==> src/rtl/flash_cmd_pkg.sv <==
package flash_cmd_pkg;

  localparam int CMD_W = 8;

  typedef enum logic [2:0] {
    ST_READ,
    ST_AUTOSEL,
    ST_ERASE_SETUP,
    ST_ERASE_RUN,
    ST_PROG_SETUP,
    ST_PROG_NULL,
    ST_PROG_RUN
  } cmdState_t;

  typedef enum logic [1:0] {
    SRC_ARRAY,
    SRC_IDENT,
    SRC_PROG_STAT,
    SRC_ERASE_STAT
  } readSrc_t;

  typedef enum logic [2:0] {
    OP_NONE,
    OP_RESET,
    OP_IDENT,
    OP_ERASE,
    OP_PROG
  } cmdOp_t;

  typedef struct packed {
    readSrc_t readSrc;
    logic     loadProg;
    logic     clearToggle;
  } ctrlStrobe_t;

  function automatic cmdOp_t decodeOp(logic [CMD_W-1:0] code);
    case (code)
      8'h00, 8'hFF: return OP_RESET;
      8'h80, 8'h90: return OP_IDENT;
      8'h30:        return OP_ERASE;
      8'h10, 8'h50: return OP_PROG;
      default:      return OP_NONE;
    endcase
  endfunction

endpackage

==> src/rtl/flash_cmd_bus.sv <==
module flash_cmd_bus
  import flash_cmd_pkg::*;
#(
  parameter int ADDR_W      = 18,
  parameter int SYNC_STAGES = 2
) (
  input  logic              clk,
  input  logic              rstN,
  input  logic              ceN,
  input  logic              weN,
  input  logic              oeN,
  input  logic [ADDR_W-1:0] addr,
  input  logic [CMD_W-1:0]  dataIn,
  output logic [ADDR_W-1:0] wrAddr,
  output logic [CMD_W-1:0]  wrData,
  output logic              wrValid,
  output logic              rdEnd
);

  // Each stage holds {ce, we, oe}. Reset value is the "write active" pattern,
  // so a pulse already low at reset release never shows a start edge.
  localparam logic [2:0] SYNC_RESET = 3'b001;

  logic [2:0] syncSh [SYNC_STAGES];
  logic ceS, weS, oeS;
  logic wrAct, wrActD, wrOpen, wrBegin, wrEnd;
  logic rdAct, rdActD;

  always_ff @(posedge clk or negedge rstN) begin
    if (!rstN) begin
      for (int s = 0; s < SYNC_STAGES; s++) syncSh[s] <= SYNC_RESET;
    end else begin
      syncSh[0] <= {ceN, weN, oeN};
      for (int s = 1; s < SYNC_STAGES; s++) syncSh[s] <= syncSh[s-1];
    end
  end

  assign {ceS, weS, oeS} = syncSh[SYNC_STAGES-1];

  assign wrAct   = !ceS && !weS && oeS;
  assign wrBegin = wrAct && !wrActD;
  assign wrEnd   = !wrAct && wrActD;
  assign rdAct   = !ceS && !oeS && weS;
  assign rdEnd   = rdActD && !rdAct;

  always_ff @(posedge clk or negedge rstN) begin
    if (!rstN) begin
      wrActD  <= 1'b1;
      wrOpen  <= 1'b0;
      wrAddr  <= '0;
      wrData  <= '0;
      wrValid <= 1'b0;
      rdActD  <= 1'b0;
    end else begin
      wrActD  <= wrAct;
      rdActD  <= rdAct;
      wrValid <= 1'b0;
      if (wrBegin) begin
        wrAddr <= addr;
        wrOpen <= 1'b1;
      end
      if (wrEnd) begin
        wrOpen <= 1'b0;
        if (wrOpen) begin
          wrData  <= dataIn;
          wrValid <= 1'b1;
        end
      end
    end
  end

endmodule

==> src/rtl/flash_cmd_ctrl.sv <==
module flash_cmd_ctrl
  import flash_cmd_pkg::*;
(
  input  logic             clk,
  input  logic             rstN,
  input  logic             wrValid,
  input  logic [CMD_W-1:0] wrData,
  input  logic             vppHigh,
  input  logic             lowVcc,
  input  logic             seqDone,
  output ctrlStrobe_t      strobe,
  output logic             seqStartErase,
  output logic             seqStartProg,
  output logic             seqAbort,
  output logic             busy
);

  cmdState_t state, nxt;
  cmdOp_t    op;
  logic      goErase, goProg, doAbort, running, inhibit;

  function automatic cmdState_t freshCmd(cmdOp_t o, cmdState_t keep);
    case (o)
      OP_RESET: return ST_READ;
      OP_IDENT: return ST_AUTOSEL;
      OP_ERASE: return ST_ERASE_SETUP;
      OP_PROG:  return ST_PROG_SETUP;
      default:  return keep;
    endcase
  endfunction

  assign inhibit = !vppHigh || lowVcc;
  assign running = (state == ST_ERASE_RUN) || (state == ST_PROG_RUN);
  assign op      = decodeOp(wrData);

  always_comb begin
    nxt     = state;
    goErase = 1'b0;
    goProg  = 1'b0;
    doAbort = 1'b0;
    if (inhibit) begin
      nxt     = ST_READ;
      doAbort = running;
    end else if (running && seqDone) begin
      nxt = ST_READ;
    end else if (wrValid) begin
      case (state)
        ST_READ, ST_AUTOSEL: nxt = freshCmd(op, state);
        ST_ERASE_SETUP: begin
          if (op == OP_ERASE) begin
            nxt     = ST_ERASE_RUN;
            goErase = 1'b1;
          end else begin
            nxt = freshCmd(op, ST_READ);
          end
        end
        ST_PROG_SETUP: begin
          if (op == OP_RESET) begin
            nxt = ST_PROG_NULL;
          end else begin
            nxt    = ST_PROG_RUN;
            goProg = 1'b1;
          end
        end
        ST_PROG_NULL: nxt = freshCmd(op, ST_READ);
        ST_ERASE_RUN, ST_PROG_RUN: begin
          if (op == OP_RESET) begin
            nxt     = ST_READ;
            doAbort = 1'b1;
          end
        end
        default: nxt = ST_READ;
      endcase
    end
  end

  always_comb begin
    case (state)
      ST_AUTOSEL:   strobe.readSrc = SRC_IDENT;
      ST_PROG_RUN:  strobe.readSrc = SRC_PROG_STAT;
      ST_ERASE_RUN: strobe.readSrc = SRC_ERASE_STAT;
      default:      strobe.readSrc = SRC_ARRAY;
    endcase
    strobe.loadProg    = goProg;
    strobe.clearToggle = goProg || goErase;
  end

  always_ff @(posedge clk or negedge rstN) begin
    if (!rstN) begin
      state         <= ST_READ;
      seqStartErase <= 1'b0;
      seqStartProg  <= 1'b0;
      seqAbort      <= 1'b0;
    end else begin
      state         <= nxt;
      seqStartErase <= goErase;
      seqStartProg  <= goProg;
      seqAbort      <= doAbort;
    end
  end

  assign busy = running;

  AST_NO_VPP_READ: assert property (@(posedge clk) disable iff (!rstN)
    !vppHigh |=> (state == ST_READ));

  AST_LOCKOUT_READ: assert property (@(posedge clk) disable iff (!rstN)
    lowVcc |=> (state == ST_READ && !busy));

  AST_ERASE_AFTER_SETUP: assert property (@(posedge clk) disable iff (!rstN)
    seqStartErase |-> (state == ST_ERASE_RUN && $past(state) == ST_ERASE_SETUP));

  AST_PROG_AFTER_SETUP: assert property (@(posedge clk) disable iff (!rstN)
    seqStartProg |-> (state == ST_PROG_RUN && $past(state) == ST_PROG_SETUP));

  AST_ABORT_FROM_RUN: assert property (@(posedge clk) disable iff (!rstN)
    seqAbort |-> (state == ST_READ &&
                  ($past(state) == ST_ERASE_RUN || $past(state) == ST_PROG_RUN)));

  AST_PULSE_EXCLUSIVE: assert property (@(posedge clk) disable iff (!rstN)
    $onehot0({seqStartErase, seqStartProg, seqAbort}));

endmodule

==> src/rtl/flash_cmd_dpath.sv <==
module flash_cmd_dpath
  import flash_cmd_pkg::*;
#(
  parameter int              ADDR_W = 18,
  parameter logic [CMD_W-1:0] MFR_ID = 8'h01,
  parameter logic [CMD_W-1:0] DEV_ID = 8'h29
) (
  input  logic              clk,
  input  logic              rstN,
  input  ctrlStrobe_t       strobe,
  input  logic [ADDR_W-1:0] wrAddr,
  input  logic [CMD_W-1:0]  wrData,
  input  logic              rdEnd,
  input  logic [ADDR_W-1:0] addr,
  input  logic [CMD_W-1:0]  arrayData,
  output logic [CMD_W-1:0]  dataOut,
  output logic [ADDR_W-1:0] progAddr,
  output logic [CMD_W-1:0]  progData
);

  localparam int LOW_W = CMD_W - 2;

  logic toggleBit;
  logic statusSel;
  logic [CMD_W-1:0] identByte;

  assign statusSel = (strobe.readSrc == SRC_PROG_STAT) || (strobe.readSrc == SRC_ERASE_STAT);

  always_ff @(posedge clk or negedge rstN) begin
    if (!rstN) begin
      progAddr  <= '0;
      progData  <= '0;
      toggleBit <= 1'b0;
    end else begin
      if (strobe.loadProg) begin
        progAddr <= wrAddr;
        progData <= wrData;
      end
      if (strobe.clearToggle) toggleBit <= 1'b0;
      else if (rdEnd && statusSel) toggleBit <= !toggleBit;
    end
  end

  always_comb begin
    if (addr == '0)                identByte = MFR_ID;
    else if (addr == ADDR_W'(1))   identByte = DEV_ID;
    else                           identByte = '0;
  end

  always_comb begin
    case (strobe.readSrc)
      SRC_IDENT:      dataOut = identByte;
      SRC_PROG_STAT:  dataOut = {!progData[CMD_W-1], toggleBit, {LOW_W{1'b0}}};
      SRC_ERASE_STAT: dataOut = {1'b0, toggleBit, {LOW_W{1'b0}}};
      default:        dataOut = arrayData;
    endcase
  end

  AST_IDENT_ODD_PARITY: assert property (@(posedge clk) disable iff (!rstN)
    (strobe.readSrc == SRC_IDENT && (addr == '0 || addr == ADDR_W'(1))) |-> (^dataOut));

  AST_PROG_DATA_HELD: assert property (@(posedge clk) disable iff (!rstN)
    (strobe.readSrc == SRC_PROG_STAT && !strobe.loadProg) |=> $stable(progData));

endmodule

==> src/rtl/flash_cmd_decoder.sv <==
module flash_cmd_decoder
  import flash_cmd_pkg::*;
#(
  parameter int              ADDR_W      = 18,
  parameter int              SYNC_STAGES = 2,
  parameter logic [CMD_W-1:0] MFR_ID     = 8'h01,
  parameter logic [CMD_W-1:0] DEV_ID     = 8'h29
) (
  input  logic              clk,
  input  logic              rstN,
  input  logic              ceN,
  input  logic              weN,
  input  logic              oeN,
  input  logic [ADDR_W-1:0] addr,
  input  logic [CMD_W-1:0]  dataIn,
  input  logic [CMD_W-1:0]  arrayData,
  input  logic              vppHigh,
  input  logic              lowVcc,
  input  logic              seqDone,
  output logic [CMD_W-1:0]  dataOut,
  output logic [ADDR_W-1:0] progAddr,
  output logic [CMD_W-1:0]  progData,
  output logic              seqStartErase,
  output logic              seqStartProg,
  output logic              seqAbort,
  output logic              busy
);

  logic [ADDR_W-1:0] wrAddr;
  logic [CMD_W-1:0]  wrData;
  logic              wrValid, rdEnd;
  ctrlStrobe_t       strobe;

  flash_cmd_bus #(.ADDR_W(ADDR_W), .SYNC_STAGES(SYNC_STAGES)) bus_i (
    .clk(clk), .rstN(rstN), .ceN(ceN), .weN(weN), .oeN(oeN),
    .addr(addr), .dataIn(dataIn),
    .wrAddr(wrAddr), .wrData(wrData), .wrValid(wrValid), .rdEnd(rdEnd)
  );

  flash_cmd_ctrl ctrl_i (
    .clk(clk), .rstN(rstN), .wrValid(wrValid), .wrData(wrData),
    .vppHigh(vppHigh), .lowVcc(lowVcc), .seqDone(seqDone),
    .strobe(strobe), .seqStartErase(seqStartErase), .seqStartProg(seqStartProg),
    .seqAbort(seqAbort), .busy(busy)
  );

  flash_cmd_dpath #(.ADDR_W(ADDR_W), .MFR_ID(MFR_ID), .DEV_ID(DEV_ID)) dpath_i (
    .clk(clk), .rstN(rstN), .strobe(strobe), .wrAddr(wrAddr), .wrData(wrData),
    .rdEnd(rdEnd), .addr(addr), .arrayData(arrayData),
    .dataOut(dataOut), .progAddr(progAddr), .progData(progData)
  );

endmodule

==> config.mk <==
export PLATFORM = sky130hd
export DESIGN_NAME = flash_cmd_decoder
export DESIGN_NICKNAME = d
export VERILOG_FILES = /design/src/rtl/flash_cmd_pkg.sv /design/src/rtl/flash_cmd_bus.sv /design/src/rtl/flash_cmd_ctrl.sv /design/src/rtl/flash_cmd_dpath.sv /design/src/rtl/flash_cmd_decoder.sv
export SDC_FILE = /design/constraint.sdc
export NUM_CORES = 1
export LEC_CHECK = 0
export BUFFER_PORTS_ARGS = -buffer_cell sky130_fd_sc_hd__buf_2
export CORE_MARGIN = 2
export CORE_UTILIZATION = 40
export DETAILED_ROUTE_END_ITERATION = 8
export MAX_ROUTING_LAYER = met4
export PLACE_DENSITY_LB_ADDON = 0.15
export SKIP_CTS_REPAIR_TIMING = 1
export SLEW_MARGIN = 40
export SYNTH_ARGS = -nofsm -noshare
export SYNTH_HDL_FRONTEND = slang
export SYNTH_SLANG_ARGS = --single-unit
==> constraint.sdc <==
create_clock -name clk -period 2.24 [get_ports clk]
set_clock_uncertainty 0.15 [all_clocks]
set_input_delay 0.112 -clock clk [delete_from_list [all_inputs] [get_ports clk]]
set_output_delay 0.112 -clock clk [all_outputs]
set_load 0.01 [all_outputs]
==> flow_summary.json, run 1 <==
{
  "gp_congestion": 0.9167,
  "ys_types": 50,
  "pwr-share-seq": 0.473,
  "htree_levels": 3,
  "clk_pin_slew_ns": 0.08,
  "syn_area_um2": 2989,
  "hold_depth": 4,
  "wire_per_inst_um": 14.79,
  "finalHoldViolCount": 0,
  "dieArea_um2": 8180,
  "critPathCaptureType": "flip-flop",
  "max_cap_viol_count": 0,
  "syn_inst": 228,
  "hp-start": "vppHigh",
  "syn_avg_cell_area_um2": 13.11,
  "firstDrtPassIters": 4,
  "cp.arrival_ns": 2.30,
  "start_kind": "flip-flop",
  "grt_first_pass_wirelength_mm": 10.41,
  "grt_pass1_vias": 2082,
  "critPathKind": "reg2reg",
  "grt_start_max_net_pins": 70,
  "drive_above_1_share": 0.4793,
  "clock_power_share": 0.376,
  "dpl_worst_slack_ns": -0.01495,
  "fin_area_um2": 4190,
  "hold_path_end": "ctrl_i.seqAbort",
  "fin_crit_ns": 2.218,
  "status": "finished clean",
  "vias_per_cell": 4.797,
  "fin_crit_sh": 0.9903,
  "pwr-share-comb": 0.151,
  "instances_no_fill": 462,
  "ys_warn_count": 0,
  "clockBufferDepth": 2,
  "rows": 31,
  "ys_seq_area_frac": 0.5789,
  "grt_overflow": 0,
  "antenna_cells": 0,
  "p_sw_frac": 0.2571,
  "hp-class": "in2reg",
  "area_delta_synth_final_pct": 40.18,
  "drtIter0Drc": 128,
  "rsz0062_at_grt": "true",
  "final_common_cell": "buf_2",
  "cts_tree": "yes",
  "antenna_found_initial": 0,
  "cts_buffers": 9,
  "fin_ws_ns": 0.02172,
  "postPlaceCellArea_um2": 3617,
  "cts.sinks": 69,
  "power_leakage_nw": 2.138,
  "core_area_um2": 7253,
  "die_x_um": 90.45,
  "dp_cells": 414,
  "reg2reg_depth": 6,
  "setup_violations": 0,
  "pin_count": 80,
  "worst_r2r_endpoint": "dpath_i.progAddr[15]",
  "portBuffers": 79,
  "ys_ff_latch": 69,
  "worst_ep_required_time_ns": 2.32,
  "r2r-start": "bus_i.wrData[2]",
  "worst_pin_slew_ns": 0.3998,
  "initial_core_util": 0.4121,
  "totalWireLength_mm": 6.831,
  "peakVddDrop_uv": 322.4,
  "fin_util": 0.5777,
  "power_density_nw_per_um2": 738.4,
  "grtUsageTotal": 0.1672,
  "p_sw_mw": 0.7955,
  "fmax_mhz": 450.8,
  "cts-root-buf": "clkbuf_8",
  "die_h_um": 90.45,
  "fin_tns_setup_ns": 0,
  "drv_slew": 0,
  "rrSetupSlack_ns": 0.02,
  "cp_max_fo": 19,
  "final_cell_mix": "buf_2, dfrtp_1, mux2_2",
  "hold-worst-slack_ns": 0.08533,
  "fillers": 629,
  "post-dp-hpwl_mm": 4.481,
  "vias": 2216,
  "nNetsFinal": 402,
  "insertion_delay_ns": 0.34,
  "synth_nets": 272,
  "p_int_mw": 2.298,
  "detail-route-antenna-nets": 0,
  "drcViolationCount": 0,
  "total_power_mw": 3.094,
  "slew_headroom": 0.7310
}
[sequential cells by signal, summed over array words and instances, names as in the netlist]
register	count
bus_i.wrAddr	18
bus_i.wrValid	1
dpath_i.progAddr	18
bus_i.rdActD	1
dpath_i.toggleBit	1
bus_i.ceS	1
ctrl_i.seqStartErase	1
ctrl_i.seqAbort	1
ctrl_i.state	3
bus_i.wrActD	1
bus_i.oeS	1
bus_i.wrData	8
ctrl_i.seqStartProg	1
bus_i.wrOpen	1
dpath_i.progData	8
bus_i.syncSh	4
[cells in the mapped netlist (all sizes together)]
cell | number | area (µm²)
or3b | 1 | 8.760
dfrtp | 66 | 1652
o211a | 1 | 10.01
mux2 | 48 | 559.3
inv | 11 | 43.80
a31oi | 1 | 6.260
buf | 4 | 42.54
o22ai | 2 | 18.77
nand2 | 17 | 63.81
or4 | 2 | 18.77
mux2i | 1 | 10.01
a21oi | 4 | 20.02
nor4 | 6 | 52.55
and2 | 3 | 18.77
nor3 | 4 | 25.02
clkbuf | 3 | 11.26
o2111ai | 1 | 8.760
a32o | 2 | 20.02
nor4b | 1 | 8.760
o21ai | 9 | 45.04
nand2b | 1 | 6.260
nor2 | 8 | 30.03
nand4 | 2 | 18.77
a211o | 1 | 8.760
a22o | 1 | 8.760
o211ai | 5 | 42.54
nor2b | 3 | 18.77
nor3b | 3 | 22.52
xor2 | 2 | 17.52
and3b | 1 | 8.760
nand3 | 3 | 15.01
or2 | 2 | 12.52
and4 | 1 | 8.760
nand3b | 2 | 15.01
dfstp | 3 | 78.83
ha | 2 | 25.02
a21o | 1 | 7.510
[power by group through the flow]
stage          Combinational (mW)  Sequential [mW]  Clock [mW]
2_1_floorplan               0.236             1.47           0
3_3_place_gp                0.414             1.48           0
3_5_place_dp                0.420             1.49           0
4_1_cts                     0.423             1.46        1.19
5_1_grt                     0.517             1.48        1.24
6_report                    0.466             1.46        1.16
[logic make-up (layout without fill, tap and decap cells)]
family	after synthesis	count (layout)	share of synthesized area
fa+ha+maj	2	2	0.008370
simple gates	60	60	0.1180
xor+xnor	2	2	0.005861
mux	49	49	0.1905
flops	69	69	0.5789
compound gates	28	28	0.06572
buf+inv	18	153	0.03265
[worst max-delay path: stages (launching register included)]
cell	delay, ns
dfrtp_1	0.38
or4_4	0.56
nor4_4	0.18
o22ai_2	0.15
nand4_2	0.15
buf_12	0.19
mux2_2	0.34
[layer usage]
| metal | wire [µm] | part of all wire | global-route usage | vias to the layer above |
|---|---|---|---|---|
| li1 | - | - | - | 1073 |
| met5 | 0 | 0 | - | - |
| met2 | 3092 | 0.45 | 0.2368 | 64 |
| met1 | 3279 | 0.48 | 0.2300 | 1066 |
| met4 | 167 | 0.024 | 0.06795 | 0 |
| met3 | 292 | 0.043 | 0.04341 | 13 |
[final cells by class]
cell class | instances | area [µm²] | share of cell area
Inverter | 11 | 43.79 | 0.01045
Multi-Input combinational cell | 141 | 1181 | 0.2819
Sequential cell | 69 | 1730 | 0.4130
Tap cell | 99 | 123.9 | 0.02956
Clock inverter | 6 | 93.84 | 0.02239
Clock buffer | 10 | 137.6 | 0.03285
Timing Repair Buffer | 126 | 879.6 | 0.2099
[worst max-delay path by stage]
stage          slack [ns]                   end       startpoint
6_report             0.02  dpath_i.progAddr[15]  bus_i.wrData[2]
5_1_grt             -0.08       ctrl_i.state[0]  bus_i.wrData[2]
4_1_cts             -0.06            dataOut[6]  ctrl_i.state[0]
3_5_place_dp        -0.01       ctrl_i.state[1]  bus_i.wrData[2]
3_3_place_gp         0.04       ctrl_i.state[1]  bus_i.wrData[2]
2_1_floorplan        0.01  dpath_i.progAddr[17]  bus_i.wrData[2]
Note: power is estimated with default switching activity, not from simulation.
==> run 2, diff against run 1 <==
Settings changed: ABC_AREA set to 1.
==> run 2 against run 1 <==
Critical path depth is 1 higher. Cell count is 23% higher. Die area is 4.2% higher. Synthesized area is 4.4% higher. Sequential cell count stayed put. Largest power group unchanged.
==> flow_summary.json, run 2 <==
{
  "yosysTopAreaCell": "dfrtp_1",
  "clock_power_share": 0.334,
  "die_h_um": 92.31,
  "antenna_found_initial": 0,
  "cp.arrival_ns": 1.79,
  "fillers": 723,
  "hp-class": "in2reg",
  "cp_max_fo": 3,
  "max_cap_viol_count": 0,
  "synth_most_common_cell": "nand2_1",
  "p_int_mw": 2.138,
  "firstDrtPassIters": 4,
  "status": "finished clean",
  "drv_slew": 0,
  "fin_crit_sh": 0.9171,
  "cts.sinks": 69,
  "wire_per_inst_um": 11.85,
  "reg.largest.list": "bus_i.wrAddr (18), dpath_i.progAddr (18)",
  "nNetsFinal": 507,
  "peakVddDrop_uv": 365.9,
  "portBuffers": 79,
  "rows": 32,
  "critPathCaptureType": "output pin",
  "dieArea_um2": 8520,
  "drive_above_1_share": 0.3034,
  "fin_area_um2": 4148,
  "grt_first_pass_wirelength_mm": 10.82,
  "drcViolationCount": 0,
  "ys_ff_latch": 69,
  "drtIter0Drc": 123,
  "area_delta_synth_final_pct": 32.97,
  "synth_edf_count": 0,
  "start_kind": "input pin",
  "slew_headroom": 0.6271,
  "synth-main-ff-cell": "dfrtp_1",
  "final_cell_mix": "nand2_1, buf_2, dfrtp_1",
  "power_leakage_nw": 2.139,
  "worst_pin_slew_ns": 0.5542,
  "pwr-share-comb": 0.169,
  "cts_buffers": 9,
  "clockBufferDepth": 2,
  "power_density_nw_per_um2": 720.1,
  "detail-route-antenna-nets": 0,
  "fmax_mhz": 486.8,
  "ys_seq_area_frac": 0.5548,
  "grtUsageTotal": 0.1675,
  "syn_avg_cell_area_um2": 8.989,
  "insertion_delay_ns": 0.33,
  "cts_tree": "yes",
  "htree_levels": 3,
  "post-dp-hpwl_mm": 4.530,
  "initial_core_util": 0.4079,
  "total_power_mw": 2.987,
  "vias": 2578,
  "finalHoldViolCount": 0,
  "syn_area_um2": 3119,
  "synth_top_area_share": 0.5295,
  "fin_tns_setup_ns": 0,
  "clk_pin_slew_ns": 0.07,
  "cts-root-buf": "clkbuf_8",
  "synth_nets": 391,
  "pin_count": 80,
  "totalWireLength_mm": 6.757,
  "rsz0062_at_grt": "false",
  "synthArstFlopShare": 1.000,
  "ys_warn_count": 0,
  "synth_area_leaders": "dfrtp_1, nand2_1, o21ai_2",
  "setup_violations": 0,
  "critPathKind": "in2out",
  "ys_types": 29,
  "core_area_um2": 7647,
  "vias_per_cell": 4.523,
  "pwr-share-seq": 0.497,
  "syn_inst": 347,
  "synthTopCellsByCount": "nand2_1, dfrtp_1, inv_1, o21ai_0, o21ai_2",
  "p_sw_mw": 0.8487,
  "gp_congestion": 0.8858,
  "p_sw_frac": 0.2841,
  "fin_crit_ns": 2.054,
  "die_x_um": 92.31,
  "antenna_cells": 0,
  "grt_pass1_vias": 2335,
  "grt_start_max_net_pins": 70,
  "grt_overflow": 0,
  "postPlaceCellArea_um2": 3635,
  "worst_ep_required_time_ns": 1.98,
  "final_common_cell": "nand2_1"
}
-- run 2: cell count changes in the layout (fill, tap and decap cells not counted), moves of 6 or more --
cell     delta
buf_4      -10
inv_1      +36
mux2_2     -43
nand2_1    +79
nand2_2     +6
nor2_1     +15
o21ai_0    +22
o21ai_2    +24
-- run 2: critical path, cell delays in order --
cell	delay, ns
dlygate4sd3_1	0.53
buf_2	0.13
nor4_1	0.29
and2_0	0.30
nand4_1	0.18
nand3_1	0.11
buf_2	0.13
-- run 2: power by group through the flow --
stage	logic, mW	clock network [mW]	registers, mW
after CTS	0.467	1.03	1.49
after detailed placement	0.464	0	1.51
after global routing	0.582	1.10	1.51
final	0.505	0.998	1.48
after floorplan	0.288	0	1.50
after global placement	0.455	0	1.51
-- run 2: cell type report --
type,count,area (µm²),area share
Clock buffer,12,145.1,0.03499
Clock inverter,4,47.55,0.01146
Inverter,51,196.4,0.04736
Multi-Input combinational cell,217,1117,0.2694
Sequential cell,69,1730,0.4172
Tap cell,102,127.6,0.03077
Timing Repair Buffer,115,783.3,0.1888
-- run 2: path summary, 6_finish.rpt --
path / start / to / slack [ns] / depth (start not counted)
max: addr[13] / dataOut[0] / 0.19 / 7
min reg2reg: bus_i.syncSh[4] / bus_i.syncSh[1] / 0.20 / 0
max in group asynchronous: rstN / bus_i.syncSh[3] / 1.44 / 3
max reg2reg: bus_i.oeS / bus_i.wrData[6] / 0.24 / 7
min: seqDone / ctrl_i.seqAbort / 0.04 / 6
min in group asynchronous: rstN / dpath_i.progAddr[14] / 0.17 / 3
-- run 2: cell families (layout without fill, tap and decap cells) --
family / after synthesis / in the layout / share of synthesized area
xor+xnor: 1 / 1 / 0.002808
fa+ha+maj: 2 / 2 / 0.008021
buf+inv: 61 / 182 / 0.08704
simple gates: 154 / 154 / 0.2186
flops: 69 / 69 / 0.5548
compound gates: 60 / 60 / 0.1288
-- run 2: metrics by stage --
step             util  hold slack (ns)  cells  worst slack (ns)
6_report       0.5424          0.03716    570            0.1856
3_3_place_gp   0.4753          0.01361    522            0.3187
2_1_floorplan       -          -0.3336    347            0.4140
4_1_cts        0.5005          -0.3570    538            0.1981
5_1_grt        0.5424          0.06871    570           0.01673
3_5_place_dp   0.4753          0.01400    522            0.2126
-- run 2: metal layers --
layer,track usage,wire length (µm),vias to the layer above
met5,-,0,-
met4,0.07960,113,0
met3,0.03255,288,10
met2,0.2445,3089,66
met1,0.2263,3265,1187
li1,-,-,1315
